`src/rtl/pcseq_pkg.sv`:
```
package pcseq_pkg;

    typedef enum logic [2:0] {
        SRC_SEQ     = 3'd0,
        SRC_BRANCH  = 3'd1,
        SRC_JUMP    = 3'd2,
        SRC_REG     = 3'd3,
        SRC_POWERUP = 3'd4,
        SRC_BADOP   = 3'd5,
        SRC_IRQ     = 3'd6,
        SRC_SPARE   = 3'd7
    } pc_src_e;

endpackage

```
`src/rtl/pc_target_gen.sv`:
```
module pc_target_gen #(
    parameter int XLEN  = 32,
    parameter int IMM_W = 16,
    parameter int JF_W  = 26
) (
    input  logic [XLEN-1:0]  cur_pc,
    input  logic [IMM_W-1:0] imm,
    input  logic [JF_W-1:0]  jfield,
    output logic [XLEN-1:0]  seq_pc,
    output logic [XLEN-1:0]  branch_pc,
    output logic [XLEN-1:0]  jump_pc
);
    localparam int ALIGN   = 2;
    localparam int EXT_W   = XLEN - IMM_W - ALIGN;
    localparam int UPPER_W = XLEN - JF_W - ALIGN;
    localparam logic [XLEN-1:0] STEP = XLEN'(1) << ALIGN;

    logic [XLEN-1:0] offset;

    // word displacement to byte offset: sign copy plus two zero wires
    assign offset    = {{EXT_W{imm[IMM_W-1]}}, imm, {ALIGN{1'b0}}};
    assign seq_pc    = cur_pc + STEP;
    assign branch_pc = seq_pc + offset;

    generate
        if (UPPER_W > 0) begin : g_region
            assign jump_pc = {seq_pc[XLEN-1 -: UPPER_W], jfield, {ALIGN{1'b0}}};
        end else begin : g_flat
            assign jump_pc = {jfield[XLEN-ALIGN-1:0], {ALIGN{1'b0}}};
        end
    endgenerate
endmodule

```
`src/rtl/pc_next_mux.sv`:
```
module pc_next_mux
    import pcseq_pkg::*;
#(
    parameter int              XLEN        = 32,
    parameter logic [XLEN-1:0] POWERUP_VEC = 32'h8000_0000,
    parameter logic [XLEN-1:0] BADOP_VEC   = 32'h8000_0040,
    parameter logic [XLEN-1:0] IRQ_VEC     = 32'h8000_0080
) (
    input  logic [2:0]      sel,
    input  logic [XLEN-1:0] seq_pc,
    input  logic [XLEN-1:0] branch_pc,
    input  logic [XLEN-1:0] jump_pc,
    input  logic [XLEN-1:0] reg_val,
    output logic [XLEN-1:0] next_pc
);
    pc_src_e src;

    assign src = pc_src_e'(sel);

    always_comb begin
        unique case (src)
            SRC_SEQ:     next_pc = seq_pc;
            SRC_BRANCH:  next_pc = branch_pc;
            SRC_JUMP:    next_pc = jump_pc;
            SRC_REG:     next_pc = reg_val;
            SRC_POWERUP: next_pc = POWERUP_VEC;
            SRC_BADOP:   next_pc = BADOP_VEC;
            SRC_IRQ:     next_pc = IRQ_VEC;
            SRC_SPARE:   next_pc = seq_pc;
            default:     next_pc = seq_pc;
        endcase
    end
endmodule

```
`src/rtl/pc_sequencer.sv`:
```
module pc_sequencer #(
    parameter int              XLEN        = 32,
    parameter int              IMM_W       = 16,
    parameter int              JF_W        = 26,
    parameter logic [XLEN-1:0] POWERUP_VEC = 32'h8000_0000,
    parameter logic [XLEN-1:0] BADOP_VEC   = 32'h8000_0040,
    parameter logic [XLEN-1:0] IRQ_VEC     = 32'h8000_0080
) (
    input  logic             clk,
    input  logic             rst_n,
    input  logic [2:0]       sel,
    input  logic [IMM_W-1:0] imm,
    input  logic [JF_W-1:0]  jfield,
    input  logic [XLEN-1:0]  reg_val,
    output logic [XLEN-1:0]  pc,
    output logic [XLEN-1:0]  pc_plus4
);
    logic [XLEN-1:0] pc_q;
    logic [XLEN-1:0] seq_pc;
    logic [XLEN-1:0] branch_pc;
    logic [XLEN-1:0] jump_pc;
    logic [XLEN-1:0] next_pc;

    pc_target_gen #(
        .XLEN (XLEN),
        .IMM_W(IMM_W),
        .JF_W (JF_W)
    ) u_targets (
        .cur_pc   (pc_q),
        .imm      (imm),
        .jfield   (jfield),
        .seq_pc   (seq_pc),
        .branch_pc(branch_pc),
        .jump_pc  (jump_pc)
    );

    pc_next_mux #(
        .XLEN       (XLEN),
        .POWERUP_VEC(POWERUP_VEC),
        .BADOP_VEC  (BADOP_VEC),
        .IRQ_VEC    (IRQ_VEC)
    ) u_select (
        .sel      (sel),
        .seq_pc   (seq_pc),
        .branch_pc(branch_pc),
        .jump_pc  (jump_pc),
        .reg_val  (reg_val),
        .next_pc  (next_pc)
    );

    // loads every edge: no hold path by design
    always_ff @(posedge clk) begin
        if (!rst_n) begin
            pc_q <= POWERUP_VEC;
        end else begin
            pc_q <= next_pc;
        end
    end

    assign pc       = pc_q;
    assign pc_plus4 = seq_pc;
endmodule

```
`config.mk`:
```
export PLATFORM = sky130hd
export DESIGN_NAME = pc_sequencer
export DESIGN_NICKNAME = d
export VERILOG_FILES = /design/src/rtl/pcseq_pkg.sv /design/src/rtl/pc_target_gen.sv /design/src/rtl/pc_next_mux.sv /design/src/rtl/pc_sequencer.sv
export SDC_FILE = /design/constraint.sdc
export NUM_CORES = 1
export LEC_CHECK = 0
export ABC_AREA = 1
export BUFFER_PORTS_ARGS = -buffer_cell sky130_fd_sc_hd__clkbuf_2
export CAP_MARGIN = 5
export CORE_MARGIN = 2
export CORE_UTILIZATION = 35
export DETAILED_ROUTE_END_ITERATION = 7
export GPL_TIMING_DRIVEN = 0
export PLACE_DENSITY = 0.54
export REMOVE_ABC_BUFFERS = 1
export SLEW_MARGIN = 20
export SYNTH_ARGS = -nofsm -noshare
export SYNTH_HDL_FRONTEND = slang
export SYNTH_SLANG_ARGS = --single-unit
```
`constraint.sdc`:
```
create_clock -name clk -period 2.9 [get_ports clk]
set_input_delay 0.29 -clock clk [delete_from_list [all_inputs] [get_ports clk]]
set_output_delay 0.29 -clock clk [all_outputs]
set_load 0.02 [all_outputs]
```
==> impl_metrics.toml, run 1 <==
[grt]
grtUsageTotal_pct = 24.6
antenna_found_initial = 0
grt_max_degree = 32
first_global_vias = 5115
gr-total-overflow = 0
grt_pass1_wl_mm = 27.3

[setup_path]
cp-start-kind = "register"
critPathKind = "reg -> reg"
critPathMaxFanout = 5
cp.required_ns = 3.04
critical_path.cell_chain = "nand2_1 -> nor2_2 -> nand2_1 -> nor3_2 -> nor2_1 -> or2_4 -> ha_1 -> nand2_2 -> inv_1 -> a21oi_1 -> nand2_1 -> inv_1 -> nand2_1 -> nand2_1 -> nand2_1 -> a21oi_2 -> nor2_1"
cp.arrival_ns = 2.93
worst_path_most_repeated_cell = "nand2_1"
crit_path_end_kind = "register"
max_stage_delay_ns = 0.40
slowest_stage = "dfxtp_4"

[timing]
max_freq_mhz = 358
rsz0062_at_grt = "yes"
setup_slack_ns = 0.108
skew_ns = 0.00445
tightestPinTransition_ns = 1.00
min_period_ns = 2.79
finalMaxSlewViolations = 0
setup_viol = 0
relSlewSlack_pct = 32.8
fin_crit_sh_pct = 96.3
finalHoldViolCount = 0
hold_ws_ns = 0.234

[yosys]
syn_avg_cell_area_um2 = 5.41
ys_ff_latch = 32
synth_seq_area_share_pct = 13.6
syn_area_um2 = 4700
yosysWarningCount = 0
synth_cell_types = 35
synth_top_area_share_pct = 26.9
synthTopCellsByArea = "nand2_1 (27%), dfxtp_1 (14%), inv_1 (12%)"
syn_inst = 869
yosys.area.top_type = "nand2_1"

[drt]
wl_per_cell_um = 15.1
drc = 0
routed_wl_mm = 18.3
first_pass_iters = 5
vias = 5933
drtIter0Drc = 337
antenna_left = 0
viasPerCell = 4.92

[layout]
syn_to_final_growth_pct = 43.9
fin_cells = 1206
layout-drive-gt1-share_pct = 31.2
largest_register_ff_count = 32
fill_cells = 1446
nets = 1146
diodes = 0
utilization_pct = 51.3

[cts]
path_clk_slew_ns = 0.05
clock_latency_ns = 0.28
tritoncts.num_buffers = 5
htree_levels = 2
cts-hold-fix-buffers = 0
cts_sinks = 32
cts_buffer_depth = 2
cts_tree = "done"
root_buffer = "clkbuf_16"

[min_path]
min_path_type = "in -> reg"

[power]
p_per_area_nw_per_um2 = 307
leakagePower_nw = 3.57
ir_worst_vdd_mv = 0.256

[floorplanning]
fp.dieH_um = 120
core_area_um2 = 13200
ios = 143
initial_core_util_pct = 35.6
rows = 42
dieArea_um2 = 14400
die_x_um = 120

[placed_design]
numPortBuffers = 142
post-place-ws_ns = -0.528
place_hpwl_mm = 14.7
dpl.cell_count = 1173
gp_congestion = 0.894

[run_status]
status = "finished, final reports clean"

[job]
max_cap_violations = 0
-- metal layers --
| layer | GRT usage [%] | wire [um] | share of wire, % | vias to the layer above |
|---|---|---|---|---|
| li1 | - | - | - | 3046 |
| met2 | 40.3 | 8410 | 46 | 198 |
| met4 | 6.47 | 382 | 2.1 | 0 |
| met1 | 33.9 | 8420 | 46 | 2668 |
| met3 | 3.66 | 1060 | 5.8 | 21 |
| met5 | 0 | 0 | 0 | - |
-- path summary, 6_finish.rpt --
path | startpoint | depth (start not counted) | slack, ns | end
worst max-delay path | pc[13] | 17 | 0.11 | pc[22]
worst min-delay path | reg_val[1] | 3 | 0.23 | pc[1]
worst max register to register | pc[13] | 17 | 0.11 | pc[22]
worst min register to register | pc[1] | 2 | 0.47 | pc[1]
-- layout by cell type (no fill, tap or decap), drive strengths merged, types with 5 or more instances in the layout --
master	Yosys	routed
a21oi	39	39
a22oi	21	21
a31oi	11	11
and2	5	5
buf	9	26
clkbuf	6	148
dfxtp	32	32
ha	37	37
inv	149	147
nand2	340	340
nand3	62	62
nand4	7	7
nor2	85	85
nor3	15	15
o21ai	6	6
o21bai	5	5
xor2	23	23
-- layout make-up --
cell class / instances / area (um^2) / area share, %
inverters: 149 / 566 / 8.36
flip-flops and latches: 32 / 691 / 10.2
clock inverters: 2 / 35.0 / 0.518
repair buffers: 168 / 951 / 14.1
multi-input cells: 673 / 4170 / 61.7
well taps: 176 / 220 / 3.26
clock buffers: 6 / 129 / 1.91
-- synth_stat cells --
| library cell | n |
|---|---|
| o21ai_2 | 1 |
| clkbuf_1 | 6 |
| inv_2 | 2 |
| a22oi_1 | 21 |
| nand3_2 | 1 |
| ha_1 | 37 |
| a31oi_1 | 11 |
| a41oi_1 | 2 |
| a21o_1 | 3 |
| dfxtp_1 | 32 |
| nor3_1 | 13 |
| buf_4 | 4 |
| nor2_4 | 2 |
| nor2_2 | 10 |
| buf_2 | 5 |
| nor2_1 | 73 |
| o21ai_1 | 1 |
| o21bai_1 | 5 |
| nand3b_1 | 3 |
| fa_1 | 1 |
| nand2_2 | 3 |
| o211ai_1 | 1 |
| nor3_2 | 2 |
| nand4_1 | 7 |
| a221oi_1 | 1 |
| a21oi_1 | 38 |
| nand3_1 | 61 |
| xnor2_1 | 3 |
| a21oi_2 | 1 |
| or2_2 | 3 |
| inv_1 | 147 |
| xor2_1 | 23 |
| nand2_1 | 337 |
| and2_1 | 5 |
| o21ai_0 | 4 |
-- repair_timing --
item / in CTS / in global routing
pin swaps: 6 / 29
buffers inserted: 7 / 18
gates resized for setup: 48 / 121
setup endpoints to repair: 21 / 22
-- metrics by stage --
stage | area, um^2 | setup TNS (ns) | power, mW
after floorplan | 4620 | -0.749 | 1.03
after global placement | 5550 | -9.57 | 1.33
after detailed placement | 5590 | -7.87 | 1.33
after CTS | 6050 | -0.0529 | 1.97
after global routing | 6760 | -0.300 | 2.21
final | 6760 | 0 | 2.07
-- logic make-up (layout without fill, tap and decap cells) --
logic type | Yosys count | in the layout | synth area share (%)
AND/OR/NAND/NOR | 520 | 520 | 45.9
buffers and inverters | 164 | 325 | 13.5
AO/OA/AOI/OAI | 89 | 89 | 11.8
adder cells (fa/ha/maj) | 38 | 38 | 10.3
flip-flops | 32 | 32 | 13.6
XOR/XNOR | 26 | 26 | 4.84
-- critical path, delay by kind of cell, from the launching register on --
kind	cells	cell delay, ns
AOI/OAI and AO/OA	2	0.31
DFF	1	0.40
buffers and inverters	2	0.14
adders and majority gates	1	0.31
and+or+nand+nor	12	1.45
-- power by group --
| part | switching (mW) | leakage (nW) | internal, mW |
|---|---|---|---|
| logic | 0.601 | 3.21 | 0.351 |
| clock network | 0.197 | 0.0808 | 0.404 |
| registers | 0.0515 | 0.273 | 0.470 |
| total | 0.850 | 3.57 | 1.22 |
(Power assumes the default switching activity.)
==> inputs of run 2 (changes only) <==
- CTS_CLUSTER_SIZE: not set -> 30
- PLACE_DENSITY: 0.54 -> not set
- clock period: 2.9 -> 2.32 ns (I/O delays scaled with it)
==> impl_metrics.toml, run 2 (synthesis results as in run 1) <==
[grt]
grt_pass1_wl_mm = 30.2
grtUsageTotal_pct = 26.6
gr-total-overflow = 0
antenna_found_initial = 0
grt_max_degree = 32
first_global_vias = 6045

[power]
leakagePower_nw = 4.02
p_clk_share_pct = 23.1
p_per_area_nw_per_um2 = 354
pwr-share-seq_pct = 23.1
intPower_mw = 1.58
p_comb_share_pct = 53.8
ir_worst_vdd_mv = 0.240
switching_share_pct = 44.1
p_switching_mw = 1.25

[floorplanning]
dieArea_um2 = 14400
die_x_um = 120
core_area_um2 = 13200
rows = 42
fp.dieH_um = 120
ios = 143
initial_core_util_pct = 35.6

[setup_path]
r2r-start = "pc[3]"
ff2ff_setup_slack_ns = -0.35
cp-start-kind = "register"
critPathCapture = "pc[12]"
critPathMaxFanout = 5
rr_worst_depth = 14
cp.arrival_ns = 2.84
crit_path_end_kind = "register"
cp-startpoint = "pc[3]"
critPathKind = "reg -> reg"
cp.required_ns = 2.49
r2r_end = "pc[12]"

[drt]
first_pass_iters = 5
viasPerCell = 5.07
drtIter0Drc = 403
wl_per_cell_um = 16.0
vias = 6329
drc = 0
antenna_left = 0
routed_wl_mm = 20.0

[cts]
cts_tree = "done"
htree_levels = 2
root_buffer = "clkbuf_16"
clock_latency_ns = 0.28
cts_sinks = 32
cts_buffer_depth = 2
tritoncts.num_buffers = 5
path_clk_slew_ns = 0.06

[run_status]
status = "finished, violations left"
violations = "negative setup slack"

[placed_design]
gp_congestion = 0.887
post-place-ws_ns = -1.08
numPortBuffers = 142
place_hpwl_mm = 14.3

[timing]
setup_viol = 23
min_period_ns = 2.67
tightestPinTransition_ns = 1.10
setup_slack_ns = -0.347
max_freq_mhz = 375
relSlewSlack_pct = 26.2
finalMaxSlewViolations = 0
tns_ns = -6.03
finalHoldViolCount = 0
hold_ws_ns = 0.178
fin_crit_sh_pct = 115
rsz0062_at_grt = "yes"
skew_ns = 0.00879

[layout]
nets = 1189
largest_register_ff_count = 32
syn_to_final_growth_pct = 69.8
diodes = 0
final_common_cell = "nand2_1"
layout-drive-gt1-share_pct = 49.3
regArea_um2 = 712
fill_cells = 1222
multi_input_area_um2 = 5040
final_cell_mix = "nand2_1 (246), clkbuf_2 (141), inv_1 (122)"

[min_path]
min_path_type = "in -> reg"

[job]
max_cap_violations = 0
==> run 2: power by group through the flow <==
stage	combinational, mW	sequential (mW)	clock, mW
floorplan	0.610	0.680	0
global placement	0.998	0.648	0
detailed placement	1.01	0.649	0
CTS	1.27	0.653	0.649
global route	1.64	0.656	0.674
finish	1.52	0.653	0.652
==> run 2: worst min-delay path by stage <==
| stage | slack, ns | from | cells past startpoint | endpoint |
|---|---|---|---|---|
| 3_3_place_gp | 0.47 | pc[1] | 2 | pc[1] |
| 6_report | 0.18 | reg_val[1] | 3 | pc[1] |
| 2_1_floorplan | 0.38 | reg_val[0] | 2 | pc[0] |
| 4_1_cts | 0.18 | reg_val[1] | 3 | pc[1] |
| 3_5_place_dp | 0.47 | pc[0] | 2 | pc[0] |
| 5_1_grt | 0.20 | reg_val[1] | 3 | pc[1] |
==> run 2: routing by layer <==
layer  track usage, %  wire (um)  vias to the layer above
li1                 -          -                     3124
met1             33.7       8300                     2885
met2             44.6       9470                      255
met3             3.66       1170                       65
met4             12.6       1070                        0
met5                0          0                        -
==> run 2: through the flow <==
step / utilization [%] / instances / total power, mW / area, um^2
after floorplan: - / 854 / 1.29 / 4620
after global placement: 42.1 / 1172 / 1.65 / 5550
after detailed placement: 42.4 / 1173 / 1.66 / 5590
after CTS: 53.9 / 1223 / 2.57 / 7100
after global routing: 60.5 / 1249 / 2.97 / 7980
final: 60.5 / 1249 / 2.82 / 7980
==> run 2: critical path, cell delays in order (launching register included) <==
cell      delay, ns
dfxtp_4        0.41
nand3_4        0.10
nor2_4         0.14
xor2_1         0.38
ha_1           0.39
nand2_1        0.16
inv_1          0.07
nand2_1        0.06
nand2_1        0.04
nand2_1        0.05
nand3b_1       0.19
buf_4          0.21
xor2_2         0.15
nand2_1        0.07
a31oi_1        0.12
==> run 2: area by class of cell <==
class,instances,area share (%)
inverter,149,7.13
tap,176,2.76
sequential,32,8.92
clock buffer,5,1.57
timing repair buffer,211,16.2
clock inverter,3,0.235
multi-input combinational,673,63.2
==> run 2: timing repair <==
| action | 4_1_cts | 5_1_grt |
|---|---|---|
| buffers inserted | 42 | 27 |
| pin swaps | 58 | 91 |
| setup endpoints to repair | 32 | 27 |
| resized for setup | 225 | 183 |
| hold buffers | 0 | 0 |
| gates cloned | 0 | 0 |
